==> config.mk <==
export PLATFORM = sky130hd
export DESIGN_NAME = accel_csr_bank
export DESIGN_NICKNAME = d
export VERILOG_FILES = /design/src/rtl/accel_csr_pkg.sv /design/src/rtl/csr_alias_decode.sv /design/src/rtl/csr_global_regs.sv /design/src/rtl/csr_chan_group.sv /design/src/rtl/accel_csr_bank.sv
export SDC_FILE = /design/constraint.sdc
export NUM_CORES = 1
export LEC_CHECK = 0
export BUFFER_PORTS_ARGS = -buffer_cell sky130_fd_sc_hd__buf_2
export CAP_MARGIN = 20
export CORE_MARGIN = 2
export CORE_UTILIZATION = 40
export CTS_CLUSTER_SIZE = 40
export DETAILED_ROUTE_END_ITERATION = 8
export GPL_TIMING_DRIVEN = 1
export PLACE_DENSITY_LB_ADDON = 0.08
export SLEW_MARGIN = 25
export SYNTH_ARGS = -nofsm -noshare
export SYNTH_HDL_FRONTEND = slang
export SYNTH_SLANG_ARGS = --single-unit
==> constraint.sdc <==
create_clock -name clk -period 6 [get_ports clk]
set_input_delay 0 -clock clk [delete_from_list [all_inputs] [get_ports clk]]
set_output_delay 0 -clock clk [all_outputs]
set_load 0.03 [all_outputs]
==> src/rtl/accel_csr_pkg.sv <==
package accel_csr_pkg;

  typedef enum logic [1:0] {
    OP_WRITE = 2'd0,
    OP_SET   = 2'd1,
    OP_CLR   = 2'd2,
    OP_TGL   = 2'd3
  } alias_op_e;

  typedef enum logic [1:0] {
    G_NONE   = 2'd0,
    G_CTRL   = 2'd1,
    G_STAT   = 2'd2,
    G_CHCTRL = 2'd3
  } glob_sel_e;

  // order follows address bits [5:4] of the channel group
  typedef enum logic [1:0] {
    CR_PTR  = 2'd0,
    CR_SEMA = 2'd1,
    CR_STAT = 2'd2,
    CR_OPT  = 2'd3
  } chan_reg_e;

  localparam logic [31:0] CH_STAT_MASK = 32'h00FF_007E;
  localparam logic [31:0] SEMA_MASK    = 32'h0000_00FF;

  function automatic logic [31:0] apply_alias(input logic [31:0] cur,
                                              input logic [31:0] data,
                                              input logic [31:0] mask,
                                              input alias_op_e   op);
    logic [31:0] nxt;
    case (op)
      OP_WRITE: nxt = data;
      OP_SET:   nxt = cur | data;
      OP_CLR:   nxt = cur & ~data;
      default:  nxt = cur ^ data;
    endcase
    return (nxt & mask) | (cur & ~mask);
  endfunction

endpackage

==> src/rtl/csr_alias_decode.sv <==
module csr_alias_decode
  import accel_csr_pkg::*;
#(
  parameter int ADDR_W = 10,
  parameter int NCH    = 4
) (
  input  logic [ADDR_W-1:0] addr,
  output alias_op_e         op,
  output glob_sel_e         glob_sel,
  output logic [NCH-1:0]    ch_hit,
  output chan_reg_e         ch_reg
);

  localparam int HI_W = ADDR_W - 8;

  logic aligned, in_glob, in_chan;

  assign aligned = (addr[1:0] == 2'b00);
  assign in_glob = aligned && (addr[ADDR_W-1:8] == HI_W'(0));
  assign in_chan = aligned && (addr[ADDR_W-1:8] == HI_W'(1));
  assign op      = alias_op_e'(addr[3:2]);
  assign ch_reg  = chan_reg_e'(addr[5:4]);

  always_comb begin
    glob_sel = G_NONE;
    if (in_glob) begin
      case (addr[7:4])
        4'h0:    glob_sel = G_CTRL;
        4'h1:    glob_sel = G_STAT;
        4'h2:    glob_sel = G_CHCTRL;
        default: glob_sel = G_NONE;
      endcase
    end
  end

  for (genvar i = 0; i < NCH; i++) begin : g_hit
    assign ch_hit[i] = in_chan && (addr[7:6] == 2'(i));
  end

endmodule

==> src/rtl/csr_global_regs.sv <==
module csr_global_regs
  import accel_csr_pkg::*;
#(
  parameter int          NCH        = 4,
  parameter bit          HAS_CIPHER = 1'b1,
  parameter bit          HAS_HASH   = 1'b1,
  parameter logic [31:0] CTRL_RST   = 32'hC000_0000
) (
  input  logic           clk,
  input  logic           rst_n,
  input  logic           wr,
  input  glob_sel_e      sel,
  input  alias_op_e      op,
  input  logic [31:0]    wdata,
  input  logic [NCH-1:0] eng_done,
  input  logic [NCH-1:0] eng_ready,
  input  logic [3:0]     eng_cur_ch,
  input  logic           eng_key_ready,
  output logic [31:0]    ctrl_rd,
  output logic [31:0]    stat_rd,
  output logic [31:0]    chctrl_rd,
  output logic           hold,
  output logic           irq
);

  localparam logic [31:0] CH_BITS     = 32'((64'd1 << NCH) - 64'd1);
  localparam logic [31:0] CTRL_MASK   = 32'hC0C0_0000 | CH_BITS;
  localparam logic [31:0] STAT_MASK   = CH_BITS;
  localparam logic [31:0] CHCTRL_MASK = 32'h0001_0000 | (CH_BITS << 8) | CH_BITS;
  localparam logic [31:0] CAP_BITS    = {2'b00, HAS_CIPHER, HAS_HASH, 28'h0};

  logic [31:0] ctrl_q, stat_q, chctrl_q;
  logic [31:0] stat_bus, done_w;

  assign hold   = ctrl_q[31];
  assign done_w = 32'(eng_done);

  always_comb begin
    stat_bus = stat_q;
    if (wr && sel == G_STAT) stat_bus = apply_alias(stat_q, wdata, STAT_MASK, op);
  end

  always_ff @(posedge clk or negedge rst_n) begin
    if (!rst_n) begin
      ctrl_q   <= CTRL_RST & CTRL_MASK;
      stat_q   <= '0;
      chctrl_q <= '0;
    end else begin
      if (wr && sel == G_CTRL) ctrl_q <= apply_alias(ctrl_q, wdata, CTRL_MASK, op);
      if (hold) begin
        stat_q   <= '0;
        chctrl_q <= '0;
      end else begin
        stat_q <= stat_bus | done_w;
        if (wr && sel == G_CHCTRL)
          chctrl_q <= apply_alias(chctrl_q, wdata, CHCTRL_MASK, op);
      end
    end
  end

  assign ctrl_rd   = ctrl_q | CAP_BITS;
  assign stat_rd   = stat_q | {3'b000, eng_key_ready, eng_cur_ch, 4'h0, 4'(eng_ready), 16'h0};
  assign chctrl_rd = chctrl_q;
  assign irq       = |(stat_q[NCH-1:0] & ctrl_q[NCH-1:0]);

  // a completion pulse always leaves its flag set
  p_done_sets_flag_r10: assert property (@(posedge clk) disable iff (!rst_n)
    (!hold && |eng_done) |=> ((stat_q & $past(done_w)) == $past(done_w)));

  // soft reset forces the other registers to reset values
  p_hold_clears_r7: assert property (@(posedge clk) disable iff (!rst_n)
    hold |=> (chctrl_q == 32'h0 && stat_q == 32'h0));

  // no interrupt without a pending flag
  p_irq_needs_flag_r9: assert property (@(posedge clk) disable iff (!rst_n)
    (stat_q[NCH-1:0] == '0) |-> !irq);

endmodule

==> src/rtl/csr_chan_group.sv <==
module csr_chan_group
  import accel_csr_pkg::*;
(
  input  logic        clk,
  input  logic        rst_n,
  input  logic        hold,
  input  logic        wr,
  input  chan_reg_e   reg_sel,
  input  alias_op_e   op,
  input  logic [31:0] wdata,
  input  logic        sema_dec,
  input  logic        err_valid,
  input  logic [5:0]  err_flags,
  input  logic [7:0]  err_code,
  output logic [31:0] ptr_q,
  output logic [31:0] sema_q,
  output logic [31:0] stat_q,
  output logic [31:0] opt_q,
  output logic [31:0] rd_val
);

  logic [31:0] stat_bus;
  logic        sema_wr;

  assign sema_wr = wr && reg_sel == CR_SEMA;

  always_comb begin
    stat_bus = stat_q;
    if (wr && reg_sel == CR_STAT) stat_bus = apply_alias(stat_q, wdata, CH_STAT_MASK, op);
    if (err_valid) begin
      stat_bus[6:1]   = stat_bus[6:1] | err_flags;
      stat_bus[23:16] = err_code;
    end
  end

  always_ff @(posedge clk or negedge rst_n) begin
    if (!rst_n) begin
      ptr_q  <= '0;
      sema_q <= '0;
      stat_q <= '0;
      opt_q  <= '0;
    end else if (hold) begin
      ptr_q  <= '0;
      sema_q <= '0;
      stat_q <= '0;
      opt_q  <= '0;
    end else begin
      if (wr && reg_sel == CR_PTR) ptr_q <= apply_alias(ptr_q, wdata, 32'hFFFF_FFFF, op);
      if (wr && reg_sel == CR_OPT) opt_q <= apply_alias(opt_q, wdata, 32'hFFFF_FFFF, op);
      if (sema_wr)
        sema_q <= apply_alias(sema_q, wdata, SEMA_MASK, op);
      else if (sema_dec && sema_q[7:0] != 8'h00)
        sema_q <= sema_q - 32'd1;
      stat_q <= stat_bus;
    end
  end

  always_comb begin
    case (reg_sel)
      CR_PTR:  rd_val = ptr_q;
      CR_SEMA: rd_val = sema_q;
      CR_STAT: rd_val = stat_q;
      default: rd_val = opt_q;
    endcase
  end

  // an engine decrement without a competing bus write lowers the count by one
  p_sema_dec_r12: assert property (@(posedge clk) disable iff (!rst_n)
    (!hold && sema_dec && !sema_wr && sema_q[7:0] != 8'h00) |=>
      (sema_q[7:0] == $past(sema_q[7:0]) - 8'd1));

  // the count never wraps below zero
  p_sema_floor_r12: assert property (@(posedge clk) disable iff (!rst_n)
    (!hold && !sema_wr && sema_q[7:0] == 8'h00) |=> (sema_q[7:0] == 8'h00));

  // an error report is visible in the status register afterwards
  p_err_wins_r11: assert property (@(posedge clk) disable iff (!rst_n)
    (!hold && err_valid) |=>
      (((stat_q[6:1] & $past(err_flags)) == $past(err_flags)) &&
       stat_q[23:16] == $past(err_code)));

endmodule

==> src/rtl/accel_csr_bank.sv <==
module accel_csr_bank
  import accel_csr_pkg::*;
#(
  parameter int          ADDR_W     = 10,
  parameter int          NCH        = 4,
  parameter bit          HAS_CIPHER = 1'b1,
  parameter bit          HAS_HASH   = 1'b1,
  parameter logic [31:0] CTRL_RST   = 32'hC000_0000
) (
  input  logic              clk,
  input  logic              rst_n,
  input  logic [ADDR_W-1:0] bus_addr,
  input  logic              bus_wr,
  input  logic [31:0]       bus_wdata,
  output logic [31:0]       bus_rdata,
  input  logic [NCH-1:0]    eng_done,
  input  logic [NCH-1:0]    eng_sema_dec,
  input  logic [NCH-1:0]    eng_err_valid,
  input  logic [NCH*6-1:0]  eng_err_flags,
  input  logic [NCH*8-1:0]  eng_err_code,
  input  logic [NCH-1:0]    eng_ready,
  input  logic [3:0]        eng_cur_ch,
  input  logic              eng_key_ready,
  output logic              irq,
  output logic              soft_rst,
  output logic              clk_gate,
  output logic [1:0]        cfg_en,
  output logic [NCH-1:0]    ch_en,
  output logic [NCH-1:0]    ch_hiprio,
  output logic              ch0_irq_merge,
  output logic [NCH*32-1:0] cmd_ptr,
  output logic [NCH*8-1:0]  sema_cnt,
  output logic [NCH*32-1:0] ch_opt
);

  alias_op_e      op;
  glob_sel_e      gsel;
  chan_reg_e      creg;
  logic [NCH-1:0] ch_hit;
  logic [31:0]    ctrl_rd, stat_rd, chctrl_rd;
  logic           hold;
  logic [31:0]    rd_ch [NCH];
  logic [31:0]    ptr_v [NCH];
  logic [31:0]    sema_v[NCH];
  logic [31:0]    stat_v[NCH];
  logic [31:0]    opt_v [NCH];

  csr_alias_decode #(.ADDR_W(ADDR_W), .NCH(NCH)) u_dec (
    .addr(bus_addr), .op(op), .glob_sel(gsel), .ch_hit(ch_hit), .ch_reg(creg)
  );

  csr_global_regs #(
    .NCH(NCH), .HAS_CIPHER(HAS_CIPHER), .HAS_HASH(HAS_HASH), .CTRL_RST(CTRL_RST)
  ) u_glob (
    .clk(clk), .rst_n(rst_n), .wr(bus_wr), .sel(gsel), .op(op), .wdata(bus_wdata),
    .eng_done(eng_done), .eng_ready(eng_ready), .eng_cur_ch(eng_cur_ch),
    .eng_key_ready(eng_key_ready), .ctrl_rd(ctrl_rd), .stat_rd(stat_rd),
    .chctrl_rd(chctrl_rd), .hold(hold), .irq(irq)
  );

  for (genvar i = 0; i < NCH; i++) begin : g_ch
    csr_chan_group u_grp (
      .clk(clk), .rst_n(rst_n), .hold(hold),
      .wr(bus_wr && ch_hit[i]), .reg_sel(creg), .op(op), .wdata(bus_wdata),
      .sema_dec(eng_sema_dec[i]), .err_valid(eng_err_valid[i]),
      .err_flags(eng_err_flags[i*6 +: 6]), .err_code(eng_err_code[i*8 +: 8]),
      .ptr_q(ptr_v[i]), .sema_q(sema_v[i]), .stat_q(stat_v[i]), .opt_q(opt_v[i]),
      .rd_val(rd_ch[i])
    );
    assign cmd_ptr[i*32 +: 32] = ptr_v[i];
    assign sema_cnt[i*8 +: 8]  = sema_v[i][7:0];
    assign ch_opt[i*32 +: 32]  = opt_v[i];
  end

  always_comb begin
    case (gsel)
      G_CTRL:   bus_rdata = ctrl_rd;
      G_STAT:   bus_rdata = stat_rd;
      G_CHCTRL: bus_rdata = chctrl_rd;
      default:  bus_rdata = 32'h0;
    endcase
    for (int i = 0; i < NCH; i++)
      if (ch_hit[i]) bus_rdata = bus_rdata | rd_ch[i];
  end

  assign soft_rst      = ctrl_rd[31];
  assign clk_gate      = ctrl_rd[30];
  assign cfg_en        = ctrl_rd[23:22];
  assign ch_en         = chctrl_rd[NCH-1:0];
  assign ch_hiprio     = chctrl_rd[NCH+7:8];
  assign ch0_irq_merge = chctrl_rd[16];

  // capability flags read back unchanged at every control alias
  p_caps_fixed_r6: assert property (@(posedge clk) disable iff (!rst_n)
    (bus_addr[ADDR_W-1:4] == '0 && bus_addr[1:0] == 2'b00) |->
      (bus_rdata[29:28] == {HAS_CIPHER, HAS_HASH}));

  // during soft reset every channel output is idle
  p_hold_outputs_r7: assert property (@(posedge clk) disable iff (!rst_n)
    soft_rst |=> (ch_en == '0 && (soft_rst -> cmd_ptr == '0)));

endmodule

==> flow_summary.html <==
<table>
<tr><th>Metric</th><th>Value</th></tr>
<tr><th colspan="2">Clock tree</th></tr>
<tr><td>Max Buffers Root-to-Sink</td><td>3</td></tr>
<tr><td>Clock input transition at the sequential cells of the worst setup and hold paths</td><td>0.06 ns</td></tr>
<tr><td>Number of clock sinks seen by CTS</td><td>461</td></tr>
<tr><td>Clock tree from TritonCTS</td><td>done</td></tr>
<tr><td>Clock root buffer</td><td>sky130_fd_sc_hd__clkbuf_16</td></tr>
<tr><td>Worst skew pair latency</td><td>0.71 ns</td></tr>
<tr><td>Level count of the clock H-tree</td><td>2</td></tr>
<tr><td># resized after CTS</td><td>0</td></tr>
<tr><td>Setup Fix Bufs, Post-CTS</td><td>0</td></tr>
<tr><td>Cts bufs inserted</td><td>61</td></tr>
<tr><th colspan="2">Timing</th></tr>
<tr><td>Post-Route Setup TNS</td><td>0 ns</td></tr>
<tr><td>Min setup slack post-route</td><td>2.70 ns</td></tr>
<tr><td>Crit share post-route</td><td>54.9%</td></tr>
<tr><td>Peak clock frequency supported by timing</td><td>0.303 GHz</td></tr>
<tr><td>Post-route clock skew</td><td>0.0280 ns</td></tr>
<tr><td>Final Hold Vio Count</td><td>0</td></tr>
<tr><td>Slew at the pin closest to its max-slew limit</td><td>1.17 ns</td></tr>
<tr><td>Setup Viol. Count Final</td><td>0</td></tr>
<tr><td>Crit path time final</td><td>3.30 ns</td></tr>
<tr><td>Max transition margin</td><td>22.0%</td></tr>
<tr><td>Max Transition Viols Final</td><td>0</td></tr>
<tr><td>Setup repair after global routing missed its margin</td><td>false</td></tr>
<tr><th colspan="2">Worst setup path</th></tr>
<tr><td>Kind of start point of the critical path</td><td>flip-flop</td></tr>
<tr><td>Data arrival time of the critical path</td><td>3.30 ns</td></tr>
<tr><td>Depth of the worst register-to-register path</td><td>7</td></tr>
<tr><td>Sort of element at the end of the critical path</td><td>output pin</td></tr>
<tr><td>Kind of critical path</td><td>flip-flop to output pin</td></tr>
<tr><td>Critical Path Fanout Max</td><td>181</td></tr>
<tr><td>Flop-to-flop setup slack</td><td>3.09 ns</td></tr>
<tr><td>Worst flop-to-flop path endpoint</td><td>g_ch[2].u_grp.sema_q[2]</td></tr>
<tr><td>Reg2reg start</td><td>g_ch[2].u_grp.sema_q[1]</td></tr>
<tr><td>CP required</td><td>6.00 ns</td></tr>
<tr><th colspan="2">Global routing</th></tr>
<tr><td>First-pass GRT wire length</td><td>276000 um</td></tr>
<tr><td>Number of global-route vias before repair</td><td>36362</td></tr>
<tr><td>Global-route total usage across every layer</td><td>34.1%</td></tr>
<tr><td>Number of antenna violations at the first check in global routing</td><td>7</td></tr>
<tr><td>Pin count of the biggest net entering global routing</td><td>187</td></tr>
<tr><td>Overflow left after global routing</td><td>0</td></tr>
<tr><th colspan="2">Finish</th></tr>
<tr><td>Net total in the final layout</td><td>5986</td></tr>
<tr><td>Finished Core Util</td><td>46.8%</td></tr>
<tr><td>Filler cells</td><td>10357</td></tr>
<tr><td>Synthesis-to-layout area growth</td><td>16.3%</td></tr>
<tr><td>Final Instance Count excl. Fillers</td><td>6584</td></tr>
<tr><td>Share of post-route cells with drive strength above 1</td><td>22.3%</td></tr>
<tr><th colspan="2">Logic synthesis</th></tr>
<tr><td>Sequential share of the synthesized area</td><td>26.8%</td></tr>
<tr><td>Cell count after synthesis</td><td>4746</td></tr>
<tr><td>Most numerous cell in the Yosys netlist</td><td>sky130_fd_sc_hd__ha_1</td></tr>
<tr><td>Number of library cell types mapped by synthesis</td><td>72</td></tr>
<tr><td>Share of synthesized registers carrying an async set or reset</td><td>100%</td></tr>
<tr><td>Share of the synthesized area in the top cell type</td><td>26.7%</td></tr>
<tr><td>Synth Register Bits</td><td>461</td></tr>
<tr><td>Top cells by instance count after synthesis</td><td>sky130_fd_sc_hd__ha_1, sky130_fd_sc_hd__dfrtp_1, sky130_fd_sc_hd__a21oi_1</td></tr>
<tr><td>Top flip-flop cell by instance count after synthesis</td><td>sky130_fd_sc_hd__dfrtp_1</td></tr>
<tr><td>Cell types occupying the most area after synthesis</td><td>sky130_fd_sc_hd__dfrtp_1, sky130_fd_sc_hd__ha_1, sky130_fd_sc_hd__mux2_2</td></tr>
<tr><td>Number of warnings reported in the yosys synthesis log</td><td>0</td></tr>
<tr><td>Avg Cell Area, Syn</td><td>9.07 sq um</td></tr>
<tr><td>Post-synthesis cell type with the largest combined area</td><td>sky130_fd_sc_hd__dfrtp_1</td></tr>
<tr><td>Number of flops mapped to enable cells by yosys</td><td>0</td></tr>
<tr><td>Post-Syn Area</td><td>43000 sq um</td></tr>
<tr><td>Net count after synthesis</td><td>5602</td></tr>
<tr><th colspan="2">Worst hold path</th></tr>
<tr><td>Depth of the worst hold-timing path</td><td>5</td></tr>
<tr><td>Worst Hold Path EP</td><td>g_ch[0].u_grp.opt_q[29]</td></tr>
<tr><td>Min-delay src</td><td>bus_wdata[29]</td></tr>
<tr><td>Worst min path class</td><td>primary input to flip-flop</td></tr>
<tr><th colspan="2">Detailed routing</th></tr>
<tr><td>Via/cell ratio</td><td>6.01</td></tr>
<tr><td>Routed wirelength normalized by instance count</td><td>29.4 um</td></tr>
<tr><td>Vias after detailed routing</td><td>39552</td></tr>
<tr><td>Drt first-iter violations</td><td>4049</td></tr>
<tr><td>Count of TritonRoute iterations in the first routing pass</td><td>8</td></tr>
<tr><td>Remaining antenna violation count</td><td>0</td></tr>
<tr><td>Post-detailed-routing wire length</td><td>193000 um</td></tr>
<tr><td>Final routed DRC violation total</td><td>0</td></tr>
<tr><th colspan="2">Die</th></tr>
<tr><td>Die area</td><td>110000 sq um</td></tr>
<tr><td>Initial cell density of the core</td><td>40.3%</td></tr>
<tr><td>Die outline width</td><td>332 um</td></tr>
<tr><td>Die H</td><td>332 um</td></tr>
<tr><td>Standard-cell row count</td><td>120</td></tr>
<tr><td>Placeable core region</td><td>107000 sq um</td></tr>
<tr><td>I/O pin count</td><td>456</td></tr>
<tr><th colspan="2">Place</th></tr>
<tr><td>Post-placement worst setup slack</td><td>2.79 ns</td></tr>
<tr><td>Buffers on Ports</td><td>455</td></tr>
<tr><td>Gp weighted congestion</td><td>0.925</td></tr>
<tr><td>Cell total after placement</td><td>6314</td></tr>
<tr><td>Hpwl dp</td><td>135000 um</td></tr>
<tr><th colspan="2">Outcome</th></tr>
<tr><td>Status</td><td>completed</td></tr>
<tr><th colspan="2">Power</th></tr>
<tr><td>Ratio of total power to cell area</td><td>173 nW/um^2</td></tr>
<tr><td>Relative contribution of combinational cells to total power</td><td>20.0%</td></tr>
<tr><td>Internal power contribution</td><td>0.00586 W</td></tr>
<tr><td>Sequential power share</td><td>37.0%</td></tr>
<tr><td>Worst VDD drop</td><td>254 uV</td></tr>
<tr><td>Switch share</td><td>32.5%</td></tr>
<tr><td>Static leakage</td><td>22.6 nW</td></tr>
<tr><td>Post-layout power</td><td>0.00868 W</td></tr>
<tr><td>Switch Pwr</td><td>0.00282 W</td></tr>
<tr><td>Clk pwr share</td><td>43.0%</td></tr>
<tr><th colspan="2">Run</th></tr>
<tr><td>Max-capacitance violation count</td><td>0</td></tr>
</table>
## state kept, by name, summed over array words and instances, names as in the netlist
signal / flops
g_ch.u_grp.opt_q: 128
u_glob.ctrl_q: 8
u_glob.stat_q: 4
g_ch.u_grp.ptr_q: 128
u_glob.chctrl_rd: 9
g_ch.u_grp.sema_q: 128
g_ch.u_grp.stat_q: 56
## layout by cell type (no fill, tap or decap), types with 83 or more instances in the layout
cell type                       count
sky130_fd_sc_hd__a211oi_1         394
sky130_fd_sc_hd__a21oi_1          416
sky130_fd_sc_hd__a22oi_1           99
sky130_fd_sc_hd__buf_2            450
sky130_fd_sc_hd__buf_4             83
sky130_fd_sc_hd__dfrtp_1          459
sky130_fd_sc_hd__dlygate4sd3_1    154
sky130_fd_sc_hd__ha_1             734
sky130_fd_sc_hd__inv_1            406
sky130_fd_sc_hd__mux2_2           387
sky130_fd_sc_hd__nand2_1          405
sky130_fd_sc_hd__nor2_1           137
sky130_fd_sc_hd__nor2b_1           90
sky130_fd_sc_hd__o21ai_0          268
sky130_fd_sc_hd__o31ai_1           83
## layout make-up
| cell class | instances | area, sq um | share of cell area (%) |
|---|---|---|---|
| flip-flops and latches | 461 | 11500 | 23.1 |
| inverters | 408 | 1530 | 3.06 |
| clock inverters | 14 | 121 | 0.242 |
| multi-input cells | 3493 | 28500 | 57.0 |
| clock buffers | 97 | 1820 | 3.64 |
| well taps | 1403 | 1760 | 3.51 |
| repair buffers | 705 | 4760 | 9.51 |
| diodes | 3 | 7.51 | 0.0150 |
## critical path: stages, from the launching register on
cell and delay, ns:
sky130_fd_sc_hd__dfstp_4 0.96, sky130_fd_sc_hd__buf_12 0.78, sky130_fd_sc_hd__a21oi_1 0.29, sky130_fd_sc_hd__o221ai_1 0.22, sky130_fd_sc_hd__buf_2 0.26
## per-layer routing
layer	wire [um]	up-vias	track usage [%]
met5	28	-	0
met2	86000	1598	52.8
met1	83600	19852	46.7
li1	-	17831	-
met4	6520	6	10.8
met3	17100	265	8.10
## how the worst max path moves through the flow
| stage | from | endpoint | slack [ns] | cells past startpoint |
|---|---|---|---|---|
| floorplan | g_ch[2].u_grp.sema_q[0] | g_ch[2].u_grp.sema_q[5] | 3.60 | 7 |
| global placement | bus_addr[1] | g_ch[1].u_grp.ptr_q[10] | 2.91 | 7 |
| detailed placement | bus_addr[1] | g_ch[1].u_grp.opt_q[10] | 2.79 | 6 |
| CTS | u_glob.ctrl_q[31] | bus_rdata[31] | 2.66 | 4 |
| global route | u_glob.ctrl_q[31] | bus_rdata[31] | 2.66 | 4 |
| finish | u_glob.ctrl_q[31] | bus_rdata[31] | 2.70 | 4 |
## per-stage QoR
| stage | cell area, sq um | hold WS (ns) |
|---|---|---|
| 2_1_floorplan | 43000 | -0.296 |
| 3_3_place_gp | 46500 | 0.0575 |
| 3_5_place_dp | 46500 | 0.0546 |
| 4_1_cts | 50000 | 0.00600 |
| 5_1_grt | 50000 | 0.0836 |
| 6_report | 50100 | 0.0388 |
## cells by family after synthesis
logic type,Yosys count,share of synthesized area (%)
adder cells (fa/ha/maj),734,21.3
AO/OA/AOI/OAI,1419,20.9
buffers and inverters,792,7.38
multiplexers,496,14.2
AND/OR/NAND/NOR,818,8.93
flip-flops,461,26.8
XOR/XNOR,26,0.529
## power groups by stage
stage / clock network, W / logic, W / registers [W]
6_report: 0.00373 / 0.00174 / 0.00321
5_1_grt: 0.00389 / 0.00188 / 0.00322
4_1_cts: 0.00379 / 0.00171 / 0.00321
3_5_place_dp: 0 / 0.00163 / 0.00327
3_3_place_gp: 0 / 0.00161 / 0.00327
2_1_floorplan: 0 / 0.00103 / 0.00325
## what timing repair did
| action | 4_1_cts | 5_1_grt |
|---|---|---|
| hold buffers | 155 | 0 |
| setup endpoints to repair | 0 | 0 |
| hold endpoints to repair | 204 | 0 |
No activity file was read; power rests on OpenSTA's default activity.
